$ cat src/rtl/mcr_pkg.sv
package mcr_pkg;

  typedef enum logic [2:0] {
    MODE_D     = 3'd0,
    MODE_T     = 3'd1,
    MODE_JK    = 3'd2,
    MODE_SR    = 3'd3,
    MODE_LATCH = 3'd4
  } mode_e;

  typedef enum logic [1:0] {
    CLR_NONE   = 2'd0,
    CLR_GLOBAL = 2'd1,
    CLR_PT     = 2'd2,
    CLR_EITHER = 2'd3
  } clr_sel_e;

  typedef enum logic [2:0] {
    OE_ON     = 3'd0,
    OE_OFF    = 3'd1,
    OE_GLOB0  = 3'd2,
    OE_GLOB1  = 3'd3,
    OE_PTERM  = 3'd4
  } oe_sel_e;

  localparam logic [1:0] DSRC_PT  = 2'd1;
  localparam logic [1:0] DSRC_PIN = 2'd2;

  typedef struct packed {
    logic tick;   // qualified cell clock edge
    logic open;   // latch transparent
    logic clr;    // clear request
    logic set;    // preset request
  } ctl_t;

endpackage

$ cat src/rtl/mcr_ctrl.sv
module mcr_ctrl
  import mcr_pkg::*;
(
  input  logic     clk,
  input  logic     rst,
  input  logic     cfg_clk_pt,
  input  logic     cfg_ce_en,
  input  clr_sel_e cfg_ar,
  input  logic     cfg_ap_en,
  input  logic     gclk,
  input  logic     pt_clk,
  input  logic     pt_ce,
  input  logic     gclr,
  input  logic     pt_ar,
  input  logic     pt_ap,
  output ctl_t     ctl
);

  logic cell_clk;
  logic clk_prev;
  logic gate_ok;
  logic clr_req;

  assign cell_clk = cfg_clk_pt ? pt_clk : gclk;
  // enable only qualifies the global clock path
  assign gate_ok  = cfg_clk_pt | ~cfg_ce_en | pt_ce;

  always_ff @(posedge clk) begin
    if (rst) clk_prev <= 1'b0;
    else     clk_prev <= cell_clk;
  end

  always_comb begin
    unique case (cfg_ar)
      CLR_GLOBAL: clr_req = gclr;
      CLR_PT:     clr_req = pt_ar;
      CLR_EITHER: clr_req = gclr | pt_ar;
      default:    clr_req = 1'b0;
    endcase
  end

  always_comb begin
    ctl.tick = cell_clk & ~clk_prev & gate_ok;
    ctl.open = cell_clk & gate_ok;
    ctl.clr  = clr_req;
    ctl.set  = cfg_ap_en & pt_ap;
  end

endmodule

$ cat src/rtl/mcr_store.sv
module mcr_store
  import mcr_pkg::*;
#(
  parameter logic RST_VAL = 1'b0
) (
  input  logic  clk,
  input  logic  rst,
  input  mode_e mode,
  input  logic  d,
  input  logic  a,
  input  logic  b,
  input  ctl_t  ctl,
  output logic  q
);

  logic q_nxt;

  always_comb begin
    q_nxt = q;
    case (mode)
      MODE_D:  if (ctl.tick) q_nxt = d;
      MODE_T:  if (ctl.tick && d) q_nxt = ~q;
      MODE_JK: if (ctl.tick) begin
        case ({a, b})
          2'b10:   q_nxt = 1'b1;
          2'b01:   q_nxt = 1'b0;
          2'b11:   q_nxt = ~q;
          default: q_nxt = q;
        endcase
      end
      MODE_SR: if (ctl.tick) begin
        case ({a, b})
          2'b10:   q_nxt = 1'b1;
          2'b01:   q_nxt = 1'b0;
          default: q_nxt = q;
        endcase
      end
      MODE_LATCH: if (ctl.open) q_nxt = d;
      default: q_nxt = q;
    endcase
  end

  always_ff @(posedge clk) begin
    if (rst)          q <= RST_VAL;
    else if (ctl.clr) q <= 1'b0;
    else if (ctl.set) q <= 1'b1;
    else              q <= q_nxt;
  end

endmodule

$ cat src/rtl/mcr_out.sv
module mcr_out
  import mcr_pkg::*;
(
  input  logic    cfg_out_reg,
  input  logic    cfg_fb_reg,
  input  oe_sel_e cfg_oe,
  input  logic    q,
  input  logic    comb,
  input  logic    goe0,
  input  logic    goe1,
  input  logic    pt_oe,
  output logic    pin_out,
  output logic    pin_oe,
  output logic    fb_out
);

  assign pin_out = cfg_out_reg ? q : comb;
  assign fb_out  = cfg_fb_reg  ? q : comb;

  always_comb begin
    case (cfg_oe)
      OE_ON:    pin_oe = 1'b1;
      OE_GLOB0: pin_oe = goe0;
      OE_GLOB1: pin_oe = goe1;
      OE_PTERM: pin_oe = pt_oe;
      default:  pin_oe = 1'b0;
    endcase
  end

endmodule

$ cat src/rtl/mcr_macrocell_reg.sv
module mcr_macrocell_reg
  import mcr_pkg::*;
#(
  parameter logic RST_VAL = 1'b0
) (
  input  logic       clk,
  input  logic       rst,
  input  logic [2:0] cfg_mode,
  input  logic [1:0] cfg_dsrc,
  input  logic       cfg_clk_pt,
  input  logic       cfg_ce_en,
  input  logic [1:0] cfg_ar,
  input  logic       cfg_ap_en,
  input  logic       cfg_out_reg,
  input  logic       cfg_fb_reg,
  input  logic [2:0] cfg_oe,
  input  logic       xor_in,
  input  logic       pt_d,
  input  logic       pin_in,
  input  logic       pt_a,
  input  logic       pt_b,
  input  logic       gclk,
  input  logic       pt_clk,
  input  logic       pt_ce,
  input  logic       gclr,
  input  logic       pt_ar,
  input  logic       pt_ap,
  input  logic       goe0,
  input  logic       goe1,
  input  logic       pt_oe,
  output logic       pin_out,
  output logic       pin_oe,
  output logic       fb_out
);

  ctl_t ctl;
  logic d_sel;
  logic q_r;

  always_comb begin
    case (cfg_dsrc)
      DSRC_PT:  d_sel = pt_d;
      DSRC_PIN: d_sel = pin_in;
      default:  d_sel = xor_in;
    endcase
  end

  mcr_ctrl u_ctrl (
    .clk       (clk),
    .rst       (rst),
    .cfg_clk_pt(cfg_clk_pt),
    .cfg_ce_en (cfg_ce_en),
    .cfg_ar    (clr_sel_e'(cfg_ar)),
    .cfg_ap_en (cfg_ap_en),
    .gclk      (gclk),
    .pt_clk    (pt_clk),
    .pt_ce     (pt_ce),
    .gclr      (gclr),
    .pt_ar     (pt_ar),
    .pt_ap     (pt_ap),
    .ctl       (ctl)
  );

  mcr_store #(.RST_VAL(RST_VAL)) u_store (
    .clk (clk),
    .rst (rst),
    .mode(mode_e'(cfg_mode)),
    .d   (d_sel),
    .a   (pt_a),
    .b   (pt_b),
    .ctl (ctl),
    .q   (q_r)
  );

  mcr_out u_out (
    .cfg_out_reg(cfg_out_reg),
    .cfg_fb_reg (cfg_fb_reg),
    .cfg_oe     (oe_sel_e'(cfg_oe)),
    .q          (q_r),
    .comb       (xor_in),
    .goe0       (goe0),
    .goe1       (goe1),
    .pt_oe      (pt_oe),
    .pin_out    (pin_out),
    .pin_oe     (pin_oe),
    .fb_out     (fb_out)
  );

endmodule

$ cat config.mk
export PLATFORM = sky130hd
export DESIGN_NAME = mcr_macrocell_reg
export DESIGN_NICKNAME = d
export VERILOG_FILES = /design/src/rtl/mcr_pkg.sv /design/src/rtl/mcr_ctrl.sv /design/src/rtl/mcr_store.sv /design/src/rtl/mcr_out.sv /design/src/rtl/mcr_macrocell_reg.sv
export SDC_FILE = /design/constraint.sdc
export NUM_CORES = 1
export LEC_CHECK = 0
export BUFFER_PORTS_ARGS = -buffer_cell sky130_fd_sc_hd__buf_2
export CAP_MARGIN = 20
export CORE_AREA = 10 10 47 49
export DETAILED_ROUTE_END_ITERATION = 6
export DIE_AREA = 0 0 57 59
export SLEW_MARGIN = 20
export SYNTH_ARGS = -nofsm -noshare
export SYNTH_HDL_FRONTEND = slang
export SYNTH_SLANG_ARGS = --single-unit
$ cat constraint.sdc
create_clock -name clk -period 1.5 [get_ports clk]
set_input_delay 0.225 -clock clk [delete_from_list [all_inputs] [get_ports clk]]
set_output_delay 0.225 -clock clk [all_outputs]
set_load 0.03 [all_outputs]
==> reports/metrics.csv <==
metric,value,unit
status,"complete, no violations",
ys_ff_latch,2,
overflow,0,
setup_violations,0,
avgSynthCellArea,7.01,um^2
path_class,input pin to flop,
endpoint_kind,flop,
yosysWarnings,0,
synth_top_flop_cell,dfxtp_1,
rsz0062_at_grt,no,
slowest_stage,ha_1,
cts_setup_buffers,0,
required,1.65,ns
pin_count,34,
fillers,152,
dpl_worst_slack,-0.0654,ns
power.switching,105,uW
maxCapViolCount,0,
pwr-share-comb,0.448,
grt_pass1_wl,2080,um
cts_resized,0,
post-route-min-period,1.33,ns
root_buffer,clkbuf_4,
fmaxAchievable,754,MHz
skew,0.00174,ns
rows,14,
hold_path_class,input pin to flop,
slew_violations,0,
swShare,0.322,
p_int,220,uW
dieArea,0.00336,mm^2
wl,1210,um
grt_usage,0.0727,
core,0.00140,mm^2
syn2layout_area_growth,62.0,%
drcViolationCount,0,
routedWlPerCell,11.2,um
insertedDiodeCount,0,
cp_cell_sequence,buf_2 -> inv_1 -> ha_1 -> a221o_1 -> o21ai_0 -> nor3_1 -> o32ai_1 -> o21ai_1 -> a21oi_1,
worst-path-max-fanout,2,
cts.clk_slew.worst_paths,0.03,ns
die_h,59,um
multi_input_area,302,um^2
drt-vias-per-instance,4.84,
synth_edf_count,0,
synth.area.top_cells,"ha_1 17%, a21oi_1 11%, dfxtp_1 11%, inv_1 8.1%, mux2_2 6.1%",
max_slew.worst_pin.slew,0.311,ns
placed_area,579,um^2
cts.sinks,2,
power.share.sequential,0.191,
synth_nets,89,
yosysTopAreaCell,ha_1,
antenna_found_initial,0,
slew_headroom,0.792,
hold_viol,0,
final_core_util,0.429,
syn_area,372,um^2
drive_above_1_share,0.457,
clockPowerShare,0.362,
synth-seq-area-share,0.108,
nets,130,
via_count,523,
cts_hold_buf,0,
startpoint_type,input pin,
final.setup.worst_slack,0.173,ns
die_x,57,um
dp_hpwl,1080,um
worst_path_largest_cell_delay,0.29,ns
port_buffers,33,
antenna_left,0,
drt_pass1_iterations,2,
power_density,539,mW/mm^2
synth.top_cell.area_share,0.168,
regArea,40.0,um^2
clk_latency,0.22,ns
syn_inst,53,
synth_common_cells,"8 x a21oi_1, 8 x inv_1, 5 x ha_1, 4 x nor2_1",
gp_congestion,0.728,
fin_hold_ws,0.187,ns
cts_buffers,3,
crit_arrival,1.48,ns
ir_drop,368,uV
detail_route.iter0.violations,5,
cts_buffer_depth,2,
synthArstFlopShare,0,
grt_pass1_vias,544,
leakage,0.000326,uW
cts_tree,done,
grt_max_degree,8,
fin_area,602,um^2
min_period_over_period,0.884,
cts.htree.levels,1,
initial_utilization,0.265,
yosys.cell_types.count,22,
## critical path, delay by kind of cell
kind	cells	cell delay (ns)
compound gates	5	0.75
buf+inv	2	0.13
fa+ha+maj	1	0.29
simple gates	1	0.08
## routing by layer
metal,wire [um],track usage
met2,525,0.115
met3,152,0.0515
met4,0,0.0201
met5,0,0
met1,530,0.0763
## per-stage QoR
stage / power, uW / setup TNS (ns) / instances
finish: 325 / 0 / 108
global route: 360 / 0 / 108
CTS: 335 / 0 / 108
detailed placement: 209 / -0.0654 / 105
global placement: 207 / -0.0252 / 105
floorplan: 138 / 0 / 53
## placed cells by master (no fill, tap or decap)
master,instances
o21a_4,1
a221o_1,1
nor2b_1,1
o32ai_1,1
inv_1,8
a31oi_1,1
o41ai_1,1
nand3b_1,2
clkbuf_4,3
nand4_1,1
nand2b_1,3
o221ai_1,1
dfxtp_1,2
ha_1,5
a221oi_1,1
o21ai_1,1
or4_1,1
nand2_1,3
mux2_2,2
nor2_1,4
o21ai_0,3
buf_2,33
buf_4,3
a21oi_1,8
nor3_1,2
## worst paths after layout
path | from | endpoint | slack, ns | cells past startpoint
min | rst | u_ctrl.clk_prev$_SDFF_PP0_ | 0.19 | 2
max | cfg_dsrc[0] | u_store.q$_SDFFE_PP0P_ | 0.17 | 9
min reg2reg | u_store.q$_SDFFE_PP0P_ | u_store.q$_SDFFE_PP0P_ | 0.59 | 2
max reg2reg | u_ctrl.clk_prev$_SDFF_PP0_ | u_store.q$_SDFFE_PP0P_ | 0.19 | 5
## power by group through the flow
stage / Clock (uW) / Sequential [uW] / Combinational [uW]
floorplan: 0 / 60.9 / 77.5
global placement: 0 / 62.0 / 145
detailed placement: 0 / 62.6 / 146
CTS: 125 / 61.9 / 148
global route: 133 / 62.4 / 165
finish: 117 / 62.0 / 145
## flip-flops by register name, summed over array words and instances (netlist names)
| signal | count |
|---|---|
| u_ctrl.clk_prev | 1 |
| u_store.q | 1 |
## cell type report
class	instances	area share
inverters	8	0.0499
clock buffers	3	0.0374
repair buffers	36	0.312
flip-flops and latches	2	0.0665
multi-input cells	43	0.501
well taps	16	0.0333
## cell families after synthesis
kind of cell | share of synthesized area
adder cells (fa/ha/maj) | 0.168
flip-flops | 0.108
multiplexers | 0.0606
AO/OA/AOI/OAI | 0.340
buffers and inverters | 0.0808
AND/OR/NAND/NOR | 0.242
No activity file was read; power rests on OpenSTA's default activity.
